## src/rtl/rrb_pkg.sv

```systemverilog
package rrb_pkg;
  localparam int DATA_W     = 12;
  localparam int TAG_W      = 3;
  localparam int WORD_W     = 1 + TAG_W + DATA_W;
  localparam int N_CH       = 6;
  localparam int PTR_W      = $clog2(N_CH);
  localparam int FIFO_DEPTH = 6;

  localparam logic [2:0] SEL_CYCLE = 3'b110;
  localparam logic [2:0] SEL_FIFO  = 3'b111;

  typedef logic [WORD_W-1:0] word_t;

  function automatic word_t pack_word(input logic [TAG_W-1:0] tag, input logic [DATA_W-1:0] d);
    return {1'b1, tag, d};
  endfunction
endpackage

```

## src/rtl/rrb_defer.sv

```systemverilog
module rrb_defer
  import rrb_pkg::*;
(
  input  logic              clk_i,
  input  logic              rst_ni,
  input  logic              wr_i,
  input  logic [1:0]        pair_i,
  input  logic [DATA_W-1:0] d0_i,
  input  logic [DATA_W-1:0] d1_i,
  input  logic              rd_ni,
  output logic              cm_v_o,
  output logic [1:0]        cm_pair_o,
  output logic [DATA_W-1:0] cm_d0_o,
  output logic [DATA_W-1:0] cm_d1_o,
  output logic              drop_o
);
  logic              pend_q;
  logic [1:0]        pair_q;
  logic [DATA_W-1:0] d0_q, d1_q;
  logic              load;

  always_comb begin
    cm_v_o    = rd_ni & (pend_q | wr_i);
    cm_pair_o = pend_q ? pair_q : pair_i;
    cm_d0_o   = pend_q ? d0_q : d0_i;
    cm_d1_o   = pend_q ? d1_q : d1_i;
    // strobe high: park only behind an older held write; strobe low: park if free
    load      = wr_i & (rd_ni ? pend_q : ~pend_q);
    drop_o    = wr_i & ~rd_ni & pend_q;
  end

  always_ff @(posedge clk_i or negedge rst_ni) begin
    if (!rst_ni) begin
      pend_q <= 1'b0;
      pair_q <= '0;
      d0_q   <= '0;
      d1_q   <= '0;
    end else begin
      if (rd_ni)     pend_q <= pend_q & wr_i;
      else if (wr_i) pend_q <= 1'b1;
      if (load) begin
        pair_q <= pair_i;
        d0_q   <= d0_i;
        d1_q   <= d1_i;
      end
    end
  end

  a_r7_no_commit_in_read: assert property (@(posedge clk_i) disable iff (!rst_ni)
    !rd_ni |-> !cm_v_o);
  a_r7_release_held: assert property (@(posedge clk_i) disable iff (!rst_ni)
    rd_ni && pend_q |-> cm_v_o && cm_pair_o == pair_q);
  a_r8_drop_keeps_held: assert property (@(posedge clk_i) disable iff (!rst_ni)
    drop_o |=> pend_q && $stable(pair_q));
endmodule

```

## src/rtl/rrb_fifo.sv

```systemverilog
module rrb_fifo
  import rrb_pkg::*;
#(
  parameter int DEPTH = FIFO_DEPTH
) (
  input  logic  clk_i,
  input  logic  rst_ni,
  input  logic  push_i,
  input  word_t w0_i,
  input  word_t w1_i,
  input  logic  pop_i,
  output word_t head_o,
  output logic  drop_o
);
  localparam int CNT_W = $clog2(DEPTH + 1);

  word_t            mem_q [DEPTH];
  word_t            mem_d [DEPTH];
  logic [CNT_W-1:0] cnt_q, cnt_d, base;
  logic             pop_ok, fit;

  always_comb begin
    pop_ok = pop_i && (cnt_q != '0);
    base   = cnt_q - CNT_W'(pop_ok);
    fit    = (CNT_W'(DEPTH) - base) >= CNT_W'(2);
    drop_o = push_i && !fit;
    for (int i = 0; i < DEPTH; i++) begin
      mem_d[i] = mem_q[i];
      if (pop_ok) mem_d[i] = (i == DEPTH - 1) ? '0 : mem_q[(i + 1) % DEPTH];
      if (push_i && fit && CNT_W'(i) == base)              mem_d[i] = w0_i;
      if (push_i && fit && CNT_W'(i) == base + CNT_W'(1))  mem_d[i] = w1_i;
    end
    cnt_d = base + ((push_i && fit) ? CNT_W'(2) : '0);
  end

  always_ff @(posedge clk_i or negedge rst_ni) begin
    if (!rst_ni) begin
      cnt_q <= '0;
      for (int i = 0; i < DEPTH; i++) mem_q[i] <= '0;
    end else begin
      cnt_q <= cnt_d;
      for (int i = 0; i < DEPTH; i++) mem_q[i] <= mem_d[i];
    end
  end

  assign head_o = (cnt_q != '0) ? mem_q[0] : '0;

  a_r5_cnt_bound: assert property (@(posedge clk_i) disable iff (!rst_ni)
    cnt_q <= CNT_W'(DEPTH));
  a_r5_drop_keeps_cnt: assert property (@(posedge clk_i) disable iff (!rst_ni)
    drop_o && !pop_i |=> $stable(cnt_q));
  a_r6_empty_pop: assert property (@(posedge clk_i) disable iff (!rst_ni)
    cnt_q == '0 && pop_i && !push_i |=> cnt_q == '0);
  a_r4_shift_order: assert property (@(posedge clk_i) disable iff (!rst_ni)
    pop_ok && cnt_q > CNT_W'(1) |=> head_o == $past(mem_q[1]));
endmodule

```

## src/rtl/rrb_chan_bank.sv

```systemverilog
module rrb_chan_bank
  import rrb_pkg::*;
(
  input  logic              clk_i,
  input  logic              rst_ni,
  input  logic              wr_i,
  input  logic [1:0]        pair_i,
  input  logic [DATA_W-1:0] d0_i,
  input  logic [DATA_W-1:0] d1_i,
  input  logic [2:0]        idx_i,
  output word_t             word_o
);
  word_t regs [N_CH];

  for (genvar c = 0; c < N_CH; c++) begin : g_ch
    localparam logic [TAG_W-1:0] TAG = TAG_W'(c);
    word_t r_q;
    always_ff @(posedge clk_i or negedge rst_ni) begin
      if (!rst_ni)                           r_q <= '0;
      else if (wr_i && pair_i == TAG[2:1])   r_q <= pack_word(TAG, TAG[0] ? d1_i : d0_i);
    end
    assign regs[c] = r_q;
  end

  assign word_o = (idx_i < 3'(N_CH)) ? regs[idx_i] : '0;
endmodule

```

## src/rtl/result_readout_bank.sv

```systemverilog
module result_readout_bank
  import rrb_pkg::*;
(
  input  logic              clk_i,
  input  logic              rst_ni,
  input  logic              wr_i,
  input  logic [1:0]        wr_pair_i,
  input  logic [DATA_W-1:0] wr_d0_i,
  input  logic [DATA_W-1:0] wr_d1_i,
  input  logic              cs_ni,
  input  logic              rd_ni,
  input  logic [2:0]        sel_i,
  input  logic              byte_i,
  output logic [WORD_W-1:0] dout_o,
  output logic              oe_o,
  output logic              ovf_o
);
  logic              cm_v, def_drop, fifo_drop;
  logic [1:0]        cm_pair;
  logic [DATA_W-1:0] cm_d0, cm_d1;
  logic              rd_q, hi_q, done, adv, ovf_q;
  logic [PTR_W-1:0]  cyc_q;
  logic [2:0]        bank_idx;
  word_t             bank_word, fifo_word, word;

  rrb_defer u_defer (
    .clk_i, .rst_ni, .wr_i, .pair_i(wr_pair_i), .d0_i(wr_d0_i), .d1_i(wr_d1_i), .rd_ni,
    .cm_v_o(cm_v), .cm_pair_o(cm_pair), .cm_d0_o(cm_d0), .cm_d1_o(cm_d1), .drop_o(def_drop)
  );

  rrb_chan_bank u_bank (
    .clk_i, .rst_ni, .wr_i(cm_v), .pair_i(cm_pair), .d0_i(cm_d0), .d1_i(cm_d1),
    .idx_i(bank_idx), .word_o(bank_word)
  );

  rrb_fifo #(.DEPTH(FIFO_DEPTH)) u_fifo (
    .clk_i, .rst_ni, .push_i(cm_v),
    .w0_i(pack_word({cm_pair, 1'b0}, cm_d0)), .w1_i(pack_word({cm_pair, 1'b1}, cm_d1)),
    .pop_i(adv && sel_i == SEL_FIFO), .head_o(fifo_word), .drop_o(fifo_drop)
  );

  always_comb begin
    done     = ~rd_q & rd_ni & ~cs_ni;
    adv      = done & (~byte_i | hi_q);
    bank_idx = (sel_i == SEL_CYCLE) ? 3'(cyc_q) : sel_i;
    word     = (sel_i == SEL_FIFO) ? fifo_word : bank_word;
    oe_o     = ~cs_ni & ~rd_ni;
    dout_o   = '0;
    if (oe_o) dout_o = !byte_i ? word : hi_q ? {8'h00, word[15:8]} : {8'h00, word[7:0]};
  end

  always_ff @(posedge clk_i or negedge rst_ni) begin
    if (!rst_ni) begin
      rd_q  <= 1'b1;
      hi_q  <= 1'b0;
      cyc_q <= '0;
      ovf_q <= 1'b0;
    end else begin
      rd_q  <= rd_ni;
      ovf_q <= ovf_q | def_drop | fifo_drop;
      if (done) hi_q <= byte_i & ~hi_q;
      if (adv && sel_i == SEL_CYCLE)
        cyc_q <= (cyc_q == PTR_W'(N_CH - 1)) ? '0 : cyc_q + PTR_W'(1);
    end
  end

  assign ovf_o = ovf_q;

  a_r1_pair_legal: assert property (@(posedge clk_i) disable iff (!rst_ni)
    wr_i |-> wr_pair_i != 2'b11);
  a_r3_wrap: assert property (@(posedge clk_i) disable iff (!rst_ni)
    done && !byte_i && sel_i == SEL_CYCLE && cyc_q == PTR_W'(N_CH - 1) |=> cyc_q == '0);
  a_r9_low_half_holds: assert property (@(posedge clk_i) disable iff (!rst_ni)
    done && byte_i && !hi_q |=> hi_q && $stable(cyc_q));
  a_r10_no_cs_no_move: assert property (@(posedge clk_i) disable iff (!rst_ni)
    cs_ni |=> $stable(cyc_q));
  a_r11_quiet_bus: assert property (@(posedge clk_i) disable iff (!rst_ni)
    (cs_ni || rd_ni) |-> dout_o == '0);
  a_r5_ovf_sticky: assert property (@(posedge clk_i) disable iff (!rst_ni)
    ovf_o |=> ovf_o);
endmodule

```

## config.mk

```make
export PLATFORM = sky130hd
export DESIGN_NAME = result_readout_bank
export DESIGN_NICKNAME = d
export VERILOG_FILES = /design/src/rtl/rrb_pkg.sv /design/src/rtl/rrb_defer.sv /design/src/rtl/rrb_fifo.sv /design/src/rtl/rrb_chan_bank.sv /design/src/rtl/result_readout_bank.sv
export SDC_FILE = /design/constraint.sdc
export NUM_CORES = 1
export LEC_CHECK = 0
export BUFFER_PORTS_ARGS = -buffer_cell sky130_fd_sc_hd__buf_4
export CORE_MARGIN = 5
export CORE_UTILIZATION = 35
export DETAILED_ROUTE_END_ITERATION = 10
export PLACE_DENSITY = 0.59
export SETUP_SLACK_MARGIN = 0.05
export SLEW_MARGIN = 25
export SYNTH_ARGS = -nofsm -noshare
export SYNTH_HDL_FRONTEND = slang
export SYNTH_SLANG_ARGS = --single-unit
```

## constraint.sdc

```tcl
create_clock -name clk_i -period 4.3 [get_ports clk_i]
set_input_delay 0.215 -clock clk_i [delete_from_list [all_inputs] [get_ports clk_i]]
set_output_delay 0.215 -clock clk_i [all_outputs]
set_load 0.05 [all_outputs]
```

==> results of run 1 <==
cells in the mapped netlist (all sizes together) (2+ instances only):
| library cell | count | share of area (%) |
|---|---|---|
| mux2i | 59 | 5.5 |
| nor2b | 4 | 0.23 |
| nor2 | 88 | 3.1 |
| o22ai | 38 | 2.2 |
| a211oi | 20 | 1.4 |
| xor2 | 2 | 0.23 |
| or3 | 8 | 0.47 |
| clkbuf | 42 | 1.5 |
| mux4 | 7 | 1.5 |
| nand2b | 7 | 0.41 |
| a21boi | 4 | 0.28 |
| a221o | 11 | 1.0 |
| o21ai | 116 | 5.5 |
| buf | 44 | 2.2 |
| dfrtp | 206 | 48 |
| xnor2 | 3 | 0.25 |
| or2 | 2 | 0.12 |
| a221oi | 5 | 0.64 |
| nand4 | 2 | 0.18 |
| a22oi | 8 | 0.56 |
| nor3 | 7 | 0.43 |
| ha | 5 | 0.59 |
| mux2 | 63 | 6.6 |
| a2111oi | 2 | 0.16 |
| inv | 15 | 0.53 |
| nand3 | 5 | 0.23 |
| nand2 | 145 | 5.1 |
| a31oi | 3 | 0.18 |
| nor3b | 2 | 0.23 |
| a2bb2oi | 13 | 1.1 |
| o22a | 12 | 0.98 |
| a21oi | 87 | 4.1 |
| nor4 | 2 | 0.18 |
| and3 | 38 | 2.2 |
| and2 | 10 | 0.59 |
worst paths after layout:
check / from / endpoint / slack [ns] / depth (start not counted)
worst max-delay path: cyc_q[0] / dout_o[1] / 0.72 / 6
worst min-delay path: wr_i / u_defer.pend_q / 0.06 / 2
worst max register to register: u_fifo.cnt_q[2] / u_fifo.mem_q[46] / 1.00 / 10
worst min register to register: u_bank.g_ch[2].r_q[13] / u_bank.g_ch[2].r_q[13] / 0.48 / 1
max in group asynchronous: rst_ni / u_fifo.mem_q[16] / 2.82 / 3
min in group asynchronous: rst_ni / u_bank.g_ch[1].r_q[5] / 0.35 / 2
state kept, by name, summed over array words and instances (netlist names):
name	flops
cyc_q	3
u_defer.pair_q	2
u_fifo.mem_q	96
ovf_o	1
u_defer.d0_q	12
u_bank.g_ch.r_q	75
u_defer.d1_q	12
hi_q	1
u_defer.pend_q	1
rd_q	1
u_fifo.cnt_q	3
power breakdown:
part	total, W	switching (W)	leakage [nW]	internal (W)
Sequential	0.00334	0.000537	2.40	0.00280
Combinational	0.00266	0.00146	2.76	0.00120
Clock	0.00215	0.000812	0.412	0.00133
layout make-up:
| class | count | share of cell area (%) |
|---|---|---|
| antenna | 2 | 0.03964 |
| clock buffer | 40 | 6.114 |
| clock inverter | 3 | 0.5153 |
| inverter | 15 | 0.4459 |
| multi-input combinational | 790 | 40.47 |
| sequential | 207 | 41.05 |
| tap | 396 | 3.924 |
| timing repair buffer | 108 | 7.442 |
layer usage:
layer	part of all wire, %	routed length [um]
met5	0	0
met4	2.5	778
met3	4.8	1496
met2	46	14290
met1	46	14360
cells by family after synthesis:
logic type,share of synthesized area (%)
mux,13.64
simple gates,13.83
xor+xnor,0.4802
compound gates,18.71
fa+ha+maj,0.6792
flops,48.49
buf+inv,4.169
metrics by stage:
step / worst slack (ns) / instances / util [%]
finish: 0.7243 / 1561 / 41.60
global route: 0.6126 / 1559 / 41.59
CTS: 0.6823 / 1557 / 41.40
detailed placement: 0.9893 / 1486 / 37.72
global placement: 1.049 / 1486 / 37.65
floorplan: 1.022 / 1098 / -
placed cells by master (no fill, tap or decap), types with 3 or more instances in the layout:
cell             n
o21ai_0        107
ha_1             5
a22oi_1          8
and2_1          10
a221o_1         11
nand2_1        144
xnor2_1          3
mux2_2          63
mux4_2           7
or3_1            8
o22ai_1         38
clkbuf_1         6
a2bb2oi_1       13
nor2b_1          4
nor2_1          85
nand2b_1         7
buf_4           76
nand3_1          5
dlygate4sd3_1   28
a21boi_0         4
inv_1           13
and3_1          38
o21ai_1          8
dfrtp_1        205
a221oi_2         4
nor3_1           6
clkbuf_8        10
a211oi_1        20
a21oi_1         87
o22a_1          12
mux2i_1         57
clkbuf_16       25
==> impl_metrics.ini, run 1 <==
[outcome]
status = finished, final reports clean

[run]
drv_cap = 0

[global_route]
grt_pass1_vias = 8452
gr-usage-met2_pct = 28.63
grt_max_degree = 117
grt_use_met1_pct = 25.69
grt-ovfl-total = 0
use_met3_pct = 2.842
antenna_found_initial = 0
grt.busiest_layer = met2
grt_first_pass_wirelength_mm = 48.87
gr-usage-all-layers_pct = 17.94

[routing]
antenna_left = 0
first_pass_iters = 7
wl_per_cell_um = 19.81
drt_iter0_drc = 698
remaining_drc_errors = 0
via_per_inst = 5.463
vias = 8527
routed_wl_mm = 30.93

[logic_synthesis]
ys_seq_area_share_pct = 48.49
avgSynthCellArea_um2 = 9.732
yosysWarnings = 0
synth_seq_cells = 207
synth_edf_count = 0
syn-num-nets = 1138
synth.distinct_cells = 59
netlist_area_mm2 = 0.01069
synthCells = 1098
synth-main-ff-cell = dfrtp_1
async_flop_share_pct = 100.0

[min_path]
hold_class = primary input to flop

[final_layout]
multi_input_comb_area_mm2 = 0.005110
drive_above_1_share_pct = 18.40
seq_area_mm2 = 0.005182
nFillCells = 2887
fin_nets = 1186
stdcell_area_mm2 = 0.01263
area_delta_synth_final_pct = 18.16

[timing]
final-hold-violation-count = 0
rsz0062_at_grt = no
fin_crit_sh_pct = 83.16
setup_violations = 0
clock.fmax_ghz = 0.2797
final_max_slew_viol_count = 0
finalCriticalPeriod_ns = 3.576
worst_slew_pin_slew_ns = 0.9895
skew_ns = 0.01519
fin_tns_setup_ns = 0
whs_ns = 0.06321
slew_headroom_pct = 32.15

[power_and_ir_drop]
fin_total_pwr_w = 0.008147
power_density_mw_per_mm2 = 645.3
power_leakage_nw = 5.569
ir_drop_mv = 0.2948

[worst_setup_path]
crit_path_max_fanout = 13
crit_family = compound AO/OA/AOI/OAI gates
crit_path_top_delay_cell = a31oi_2
cp-start-kind = flop
required_ns = 4.09
crit_chain = a31oi_2, mux2_2, a221o_1, a221oi_2, a22oi_1, buf_4
path_class = flop to output port
crit_arrival_ns = 3.36
max_stage_delay_ns = 0.79
crit_buf_inv = 1
critPathCaptureType = output port

[clock_tree]
cts_num_sinks = 207
cts_resized = 0
post_cts_buffers = 0
cts_max_path_buffers = 3
cts_buffers = 24
htree_levels = 1
cts_root_buf = clkbuf_16
insertion_delay_ns = 0.52
cts_hold_buffers = 28
clk_pin_slew_ns = 0.06
cts_tree = yes

[floorplan]
die_y_um = 184.7
die_w_um = 184.7
rows = 64
ios = 53
core_mm2 = 0.03035
dieArea_mm2 = 0.03412
initial_utilization_pct = 35.21

[placement]
place_area_mm2 = 0.01145
numPortBuffers = 52
dpl.hpwl_mm = 20.75
gp_congestion = 0.8396
Power figures use the tool's default switching activity.
==> inputs of run 2 (changes only) <==
--- a/config.mk
+++ b/config.mk
@@ -5,6 +5,7 @@
 export SDC_FILE = /design/constraint.sdc
 export NUM_CORES = 1
 export LEC_CHECK = 0
+export ABC_AREA = 1
 export BUFFER_PORTS_ARGS = -buffer_cell sky130_fd_sc_hd__buf_4
 export CORE_MARGIN = 5
 export CORE_UTILIZATION = 35
==> constraint.sdc (replaced) <==
create_clock -name clk_i -period 3.64 [get_ports clk_i]
set_input_delay 0.182 -clock clk_i [delete_from_list [all_inputs] [get_ports clk_i]]
set_output_delay 0.182 -clock clk_i [all_outputs]
set_load 0.05 [all_outputs]
==> run 2 against run 1 <==
Core utilization grew 0.14 points. Via count grew 14%. Final cell count grew 25%. Setup slack lost 0.37 ns. Sequential power grew 12%. Routed wire length grew 6.0%. Clock power grew 9%. Die area is essentially flat. Count of clock-buffer cells in the layout shrank 11. Critical endpoint is now u_fifo.mem_q[22]. Global-route usage grew 1.3 points. First-iteration DRC count grew 28%.
==> impl_metrics.ini, run 2 <==
[routing]
routed_wl_mm = 32.77
wl_per_cell_um = 16.78
antenna_left = 0
vias = 9730
first_pass_iters = 5
via_per_inst = 4.982
remaining_drc_errors = 0
drt_iter0_drc = 895

[floorplan]
dieArea_mm2 = 0.03413
die_y_um = 184.7
core_mm2 = 0.03035
rows = 64
ios = 53
initial_utilization_pct = 35.21
die_w_um = 184.7

[logic_synthesis]
synth_seq_cells = 207
yosysTopAreaCell = dfrtp_1
syn-num-nets = 1510
yosysWarnings = 0
synth_area_leaders = dfrtp_1 (48%), nand2_1 (18%), nand3_1 (9.3%)
synth.distinct_cells = 31
synthTopCellsByCount = nand2_1 (522), dfrtp_1 (206), nand3_1 (199)
netlist_area_mm2 = 0.01069
ys_seq_area_share_pct = 48.48
avgSynthCellArea_um2 = 7.270
synth_most_common_cell = nand2_1
synth_top_area_share_pct = 48.24
synth-main-ff-cell = dfrtp_1
synth_edf_count = 0
async_flop_share_pct = 100.0
synthCells = 1470

[timing]
slew_headroom_pct = 28.02
rsz0062_at_grt = no
setup_ws_ns = 0.3569
skew_ns = 0.01059
fin_tns_setup_ns = 0
worst_slew_pin_slew_ns = 1.073
final_max_slew_viol_count = 0
fin_crit_sh_pct = 90.19
clock.fmax_ghz = 0.3046
final-hold-violation-count = 0
setup_violations = 0
finalCriticalPeriod_ns = 3.283

[worst_setup_path]
crit_arrival_ns = 3.70
crit_family = buffers and inverters
max_stage_delay_ns = 0.53
crit_path_max_fanout = 12
crit_path_top_delay_cell = dlygate4sd3_1
worstSetupStartpoint = rd_ni
path_class = primary input to flop
crit_chain = dlygate4sd3_1, buf_4, inv_1, nor2_1, o211ai_1, nor2_1, ha_1, ha_1, inv_1, nor2_1, o21ai_1, nand3_1, buf_4, inv_1, nor2_1, o21ai_0
reg2reg_from = rd_q
required_ns = 4.06
critPathCaptureType = flop
cp-start-kind = primary input
cpMostUsedCell = nor2_1
crit_buf_inv = 6

[placement]
numPortBuffers = 52
gp_congestion = 0.8859
place_ws_ns = 0.3442
dpl.hpwl_mm = 22.28
place_area_mm2 = 0.01162

[global_route]
grt_first_pass_wirelength_mm = 52.21
gr-usage-all-layers_pct = 19.28
grt_max_degree = 92
grt_pass1_vias = 9131
grt-ovfl-total = 0
antenna_found_initial = 2

[outcome]
status = finished, final reports clean

[final_layout]
nFillCells = 3193
final_common_cell = nand2_1
drive_above_1_share_pct = 10.98
seq_area_mm2 = 0.005181
multi_input_comb_area_mm2 = 0.004762
layout_common_cells = nand2_1 (522), dfrtp_1 (206), nand3_1 (198)
stdcell_area_mm2 = 0.01267
area_delta_synth_final_pct = 18.55
largest_register = u_fifo.mem_q
largest_reg_flops = 96
reg.largest.list = u_fifo.mem_q (96), u_bank.g_ch.r_q (75)
fin_nets = 1584
antenna_cells = 0

[clock_tree]
cts_root_buf = clkbuf_16
cts_num_sinks = 207
htree_levels = 1
clk_pin_slew_ns = 0.06
cts_buffers = 23
insertion_delay_ns = 0.52
cts_tree = yes
cts_max_path_buffers = 3

[power_and_ir_drop]
power_density_mw_per_mm2 = 716.9
power_leakage_nw = 6.401
ir_drop_mv = 0.3763

[min_path]
holdCritStartpoint = sel_i[0]
hold_class = primary input to flop

[run]
drv_cap = 0
## run 2: changes by cell type in the layout (fill, tap and decap cells not counted), moves of 38 or more
cell,change
inv_1,+91
mux2i_1,-57
o21ai_0,+40
and3_1,-38
a21oi_1,-65
o22ai_1,-38
mux2_2,-56
nand2_1,+378
nand3_1,+193
## run 2: worst paths after layout
kind | cells after the start | slack (ns) | end
worst min register to register | 2 | 0.48 | u_fifo.mem_q[62]
worst max register to register | 13 | 0.41 | u_fifo.mem_q[22]
max in group asynchronous | 3 | 2.32 | rd_q
worst min-delay path | 4 | 0.04 | cyc_q[0]
min in group asynchronous | 2 | 0.27 | u_bank.g_ch[0].r_q[3]
worst max-delay path | 16 | 0.36 | u_fifo.mem_q[22]
## run 2: logic make-up after synthesis
group	count (synthesis)	synth area share (%)
and+or+nand+nor	862	33.42
DFF	207	48.48
AOI/OAI and AO/OA	197	9.624
buffers and inverters	191	7.072
muxes	7	0.7377
adders and majority gates	5	0.5854
xor gates and xnor gates	1	0.08197
## run 2: power breakdown
part	internal, W	switching [W]	leakage [nW]	total [W]
Clock	0.00137	0.000964	0.363	0.00234
Combinational	0.00109	0.00192	3.51	0.00301
Sequential	0.00324	0.000493	2.52	0.00373
## run 2: repair_timing
action                                  CTS  global route
hold buffers                             30             0
hold endpoints to repair                117             0
resized for setup                         0             1
buffers inserted                          0             0
endpoints found under the setup margin    0            15
## run 2: worst register-to-register path, delay by kind of cell, from the launching register on
kind | cells | cell delay [ns]
flops | 1 | 0.52
fa+ha+maj | 2 | 0.55
compound gates | 3 | 0.68
buf+inv | 3 | 0.69
simple gates | 5 | 0.70
## run 2: cell type report
| type | count | share of cell area, % |
|---|---|---|
| Tap cell | 396 | 3.911 |
| Multi-Input combinational cell | 1072 | 37.59 |
| Clock buffer | 29 | 5.037 |
| Clock inverter | 9 | 0.7901 |
| Sequential cell | 207 | 40.90 |
| Timing Repair Buffer | 129 | 8.484 |
| Inverter | 111 | 3.289 |
## run 2: through the flow
| stage | hold slack [ns] | util (%) | cells | total power, W |
|---|---|---|---|---|
| final | 0.04329 | 41.74 | 1953 | 0.009082 |
| after global placement | 0.3140 | 38.28 | 1885 | 0.006633 |
| after floorplan | -0.1136 | - | 1470 | 0.005779 |
| after CTS | 0.03689 | 41.73 | 1953 | 0.009117 |
| after global routing | 0.07414 | 41.74 | 1953 | 0.009757 |
| after detailed placement | 0.3097 | 38.30 | 1885 | 0.006730 |
## run 2: metal layers
metal | track usage, % | routed length (um) | up-vias
li1 | - | - | 4846
met1 | 28.07 | 15570 | 4553
met2 | 30.60 | 14570 | 281
met3 | 2.408 | 1852 | 50
met4 | 5.050 | 779 | 0
met5 | 0 | 0 | -
==> inputs of run 3 (changes only) <==
--- a/config.mk
+++ b/config.mk
@@ -11,6 +11,7 @@
 export CORE_UTILIZATION = 35
 export DETAILED_ROUTE_END_ITERATION = 10
 export PLACE_DENSITY = 0.59
+export RECOVER_POWER = 25
 export SETUP_SLACK_MARGIN = 0.05
 export SLEW_MARGIN = 25
 export SYNTH_ARGS = -nofsm -noshare
==> run 3 against run 2 <==
The flow now finishes with violations (capacitance limit, slew limit). Sequential share of layout area grew 0.069 points. Setup slack worse by 0.013 ns. Critical path depth did not move. Count of clock-buffer cells in the layout stayed put. Global-route usage unchanged. Clock power hardly changed. Die area is the same. Core utilization decreased by 0.070 points. Routed wire length about the same. Critical path type unchanged. Critical endpoint unchanged. Highest routed layer unchanged.
==> impl_metrics.ini, run 3 (synthesis gave the netlist of run 2 again) <==
[global_route]
grt_pass1_vias = 9131
gr-usage-all-layers_pct = 19.28
antenna_found_initial = 2
grt_first_pass_wirelength_mm = 52.21
grt-ovfl-total = 0
grt_max_degree = 92

[routing]
antenna_left = 0
wl_per_cell_um = 16.78
vias = 9733
first_pass_iters = 6
routed_wl_mm = 32.78
via_per_inst = 4.984
remaining_drc_errors = 0
drt_iter0_drc = 935

[min_path]
holdCritStartpoint = sel_i[0]
hold_class = primary input to flop
whs_endpoint = cyc_q[0]
min_path_cells = 4

[worst_setup_path]
cpMostUsedCell = nor2_1
crit_arrival_ns = 3.72
rr_endpoint = u_fifo.mem_q[22]
path_class = primary input to flop
r2r_cells = 13
max_stage_delay_ns = 0.53
crit_path_max_fanout = 12
required_ns = 4.06
critPathCaptureType = flop
reg2reg_from = rd_q
crit_family = buffers and inverters
cp-start-kind = primary input
reg2reg_slack_ns = 0.41
crit_path_top_delay_cell = dlygate4sd3_1
crit_chain = dlygate4sd3_1, buf_4, inv_1, nor2_1, o211ai_1, nor2_1, ha_1, ha_1, inv_1, nor2_1, o21ai_1, nand3_1, buf_4, inv_1, nor2_1, o21ai_0
crit_buf_inv = 6

[run]
drv_cap = 1

[outcome]
violations = capacitance limit, slew limit
status = finished with violations

[power_and_ir_drop]
fin_total_pwr_w = 0.009076
pwr-share-clk_pct = 25.7
seqPwrFrac_pct = 41.1
p_int_w = 0.005704
switching_share_pct = 37.16
power_leakage_nw = 6.393
comb_power_share_pct = 33.2
p_sw_w = 0.003372
power_density_mw_per_mm2 = 717.6
ir_drop_mv = 0.3775

[placement]
place_ws_ns = 0.3442
dpl.hpwl_mm = 22.28
numPortBuffers = 52
place_inst = 1885
gp_congestion = 0.8859

[final_layout]
multi_input_comb_area_mm2 = 0.004762
nFillCells = 3194
layout_common_cells = nand2_1 (522), dfrtp_1 (206), nand3_1 (198)
seq_area_mm2 = 0.005181
post-route-util_pct = 41.67
largest_reg_flops = 96
final_common_cell = nand2_1
drive_above_1_share_pct = 10.98
reg.largest.list = u_fifo.mem_q (96), u_bank.g_ch.r_q (75)
largest_register = u_fifo.mem_q
antenna_cells = 0
fin_nets = 1584
stdcell_count = 1953
area_delta_synth_final_pct = 18.35

[floorplan]
rows = 64
die_y_um = 184.7
die_w_um = 184.7
core_mm2 = 0.03035
ios = 53
initial_utilization_pct = 35.21
dieArea_mm2 = 0.03413

[clock_tree]
cts_buffers = 23
cts_num_sinks = 207
clk_pin_slew_ns = 0.06
cts_tree = yes
post_cts_buffers = 0
cts_root_buf = clkbuf_16
insertion_delay_ns = 0.51
cts_max_path_buffers = 3
htree_levels = 1

[timing]
slew_headroom_pct = -54.23
worst_slew_pin_slew_ns = 2.313
setup_violations = 0
finalCriticalPeriod_ns = 3.296
rsz0062_at_grt = no
skew_ns = 0.009929
final-hold-violation-count = 0
fin_crit_sh_pct = 90.55
final_max_slew_viol_count = 92
setup_ws_ns = 0.3440
clock.fmax_ghz = 0.3034
fin_tns_setup_ns = 0
[run 3: cell types whose count changed in the layout (fill, tap and decap cells not counted)]
cell and change:
buf_12 -1, clkbuf_8 -1, clkbuf_4 +1, clkbuf_2 +1
[run 3: worst max path at each step]
stage | from | endpoint | slack, ns | depth (start not counted)
after floorplan | rd_q | u_fifo.mem_q[61] | 0.86 | 17
after global placement | rd_q | u_fifo.mem_q[76] | 0.50 | 15
after detailed placement | rd_ni | u_fifo.mem_q[76] | 0.34 | 17
after CTS | rd_ni | u_fifo.mem_q[76] | 0.31 | 18
after global routing | rd_ni | u_fifo.mem_q[88] | 0.12 | 19
final | rd_ni | u_fifo.mem_q[22] | 0.34 | 16
[run 3: per-stage QoR]
stage / hold slack, ns / area, um2
final: 0.04526 / 12650
after global routing: 0.07414 / 12650
after CTS: 0.03689 / 12660
after detailed placement: 0.3097 / 11620
after global placement: 0.3140 / 11620
after floorplan: -0.1136 / 10690
[run 3: worst register-to-register path, delay by kind of cell (launching register included)]
kind / cells / cell delay [ns]
AOI/OAI and AO/OA: 3 / 0.68
DFF: 1 / 0.52
and+or+nand+nor: 5 / 0.70
adders and majority gates: 2 / 0.55
buffers and inverters: 3 / 0.70
[run 3: what timing repair did]
action / 4_1_cts / 5_1_grt
endpoints found under the setup margin: 0 / 15
endpoints found under the hold margin: 117 / 0
resized for setup: 0 / 1
hold buffers: 30 / 0
[run 3: routing by layer]
metal / track usage (%) / vias to the layer above / share of wire [%]
met5: 0 / - / 0
li1: - / 4850 / -
met3: 2.408 / 53 / 5.5
met1: 28.07 / 4554 / 47
met2: 30.60 / 276 / 45
met4: 5.050 / 0 / 2.6
[run 3: cell type report]
| class | count | area share [%] |
|---|---|---|
| repair buffers | 129 | 8.330 |
| inverters | 111 | 3.294 |
| flip-flops and latches | 207 | 40.97 |
| well taps | 396 | 3.918 |
| clock inverters | 9 | 0.7915 |
| clock buffers | 29 | 5.046 |
| multi-input cells | 1072 | 37.65 |
[run 3: power groups by stage]
| stage | logic (W) | clock network [W] | registers (W) |
|---|---|---|---|
| global placement | 0.00291 | 0 | 0.00372 |
| floorplan | 0.00216 | 0 | 0.00362 |
| CTS | 0.00302 | 0.00238 | 0.00372 |
| finish | 0.00301 | 0.00233 | 0.00373 |
| global route | 0.00345 | 0.00248 | 0.00383 |
| detailed placement | 0.00298 | 0 | 0.00375 |
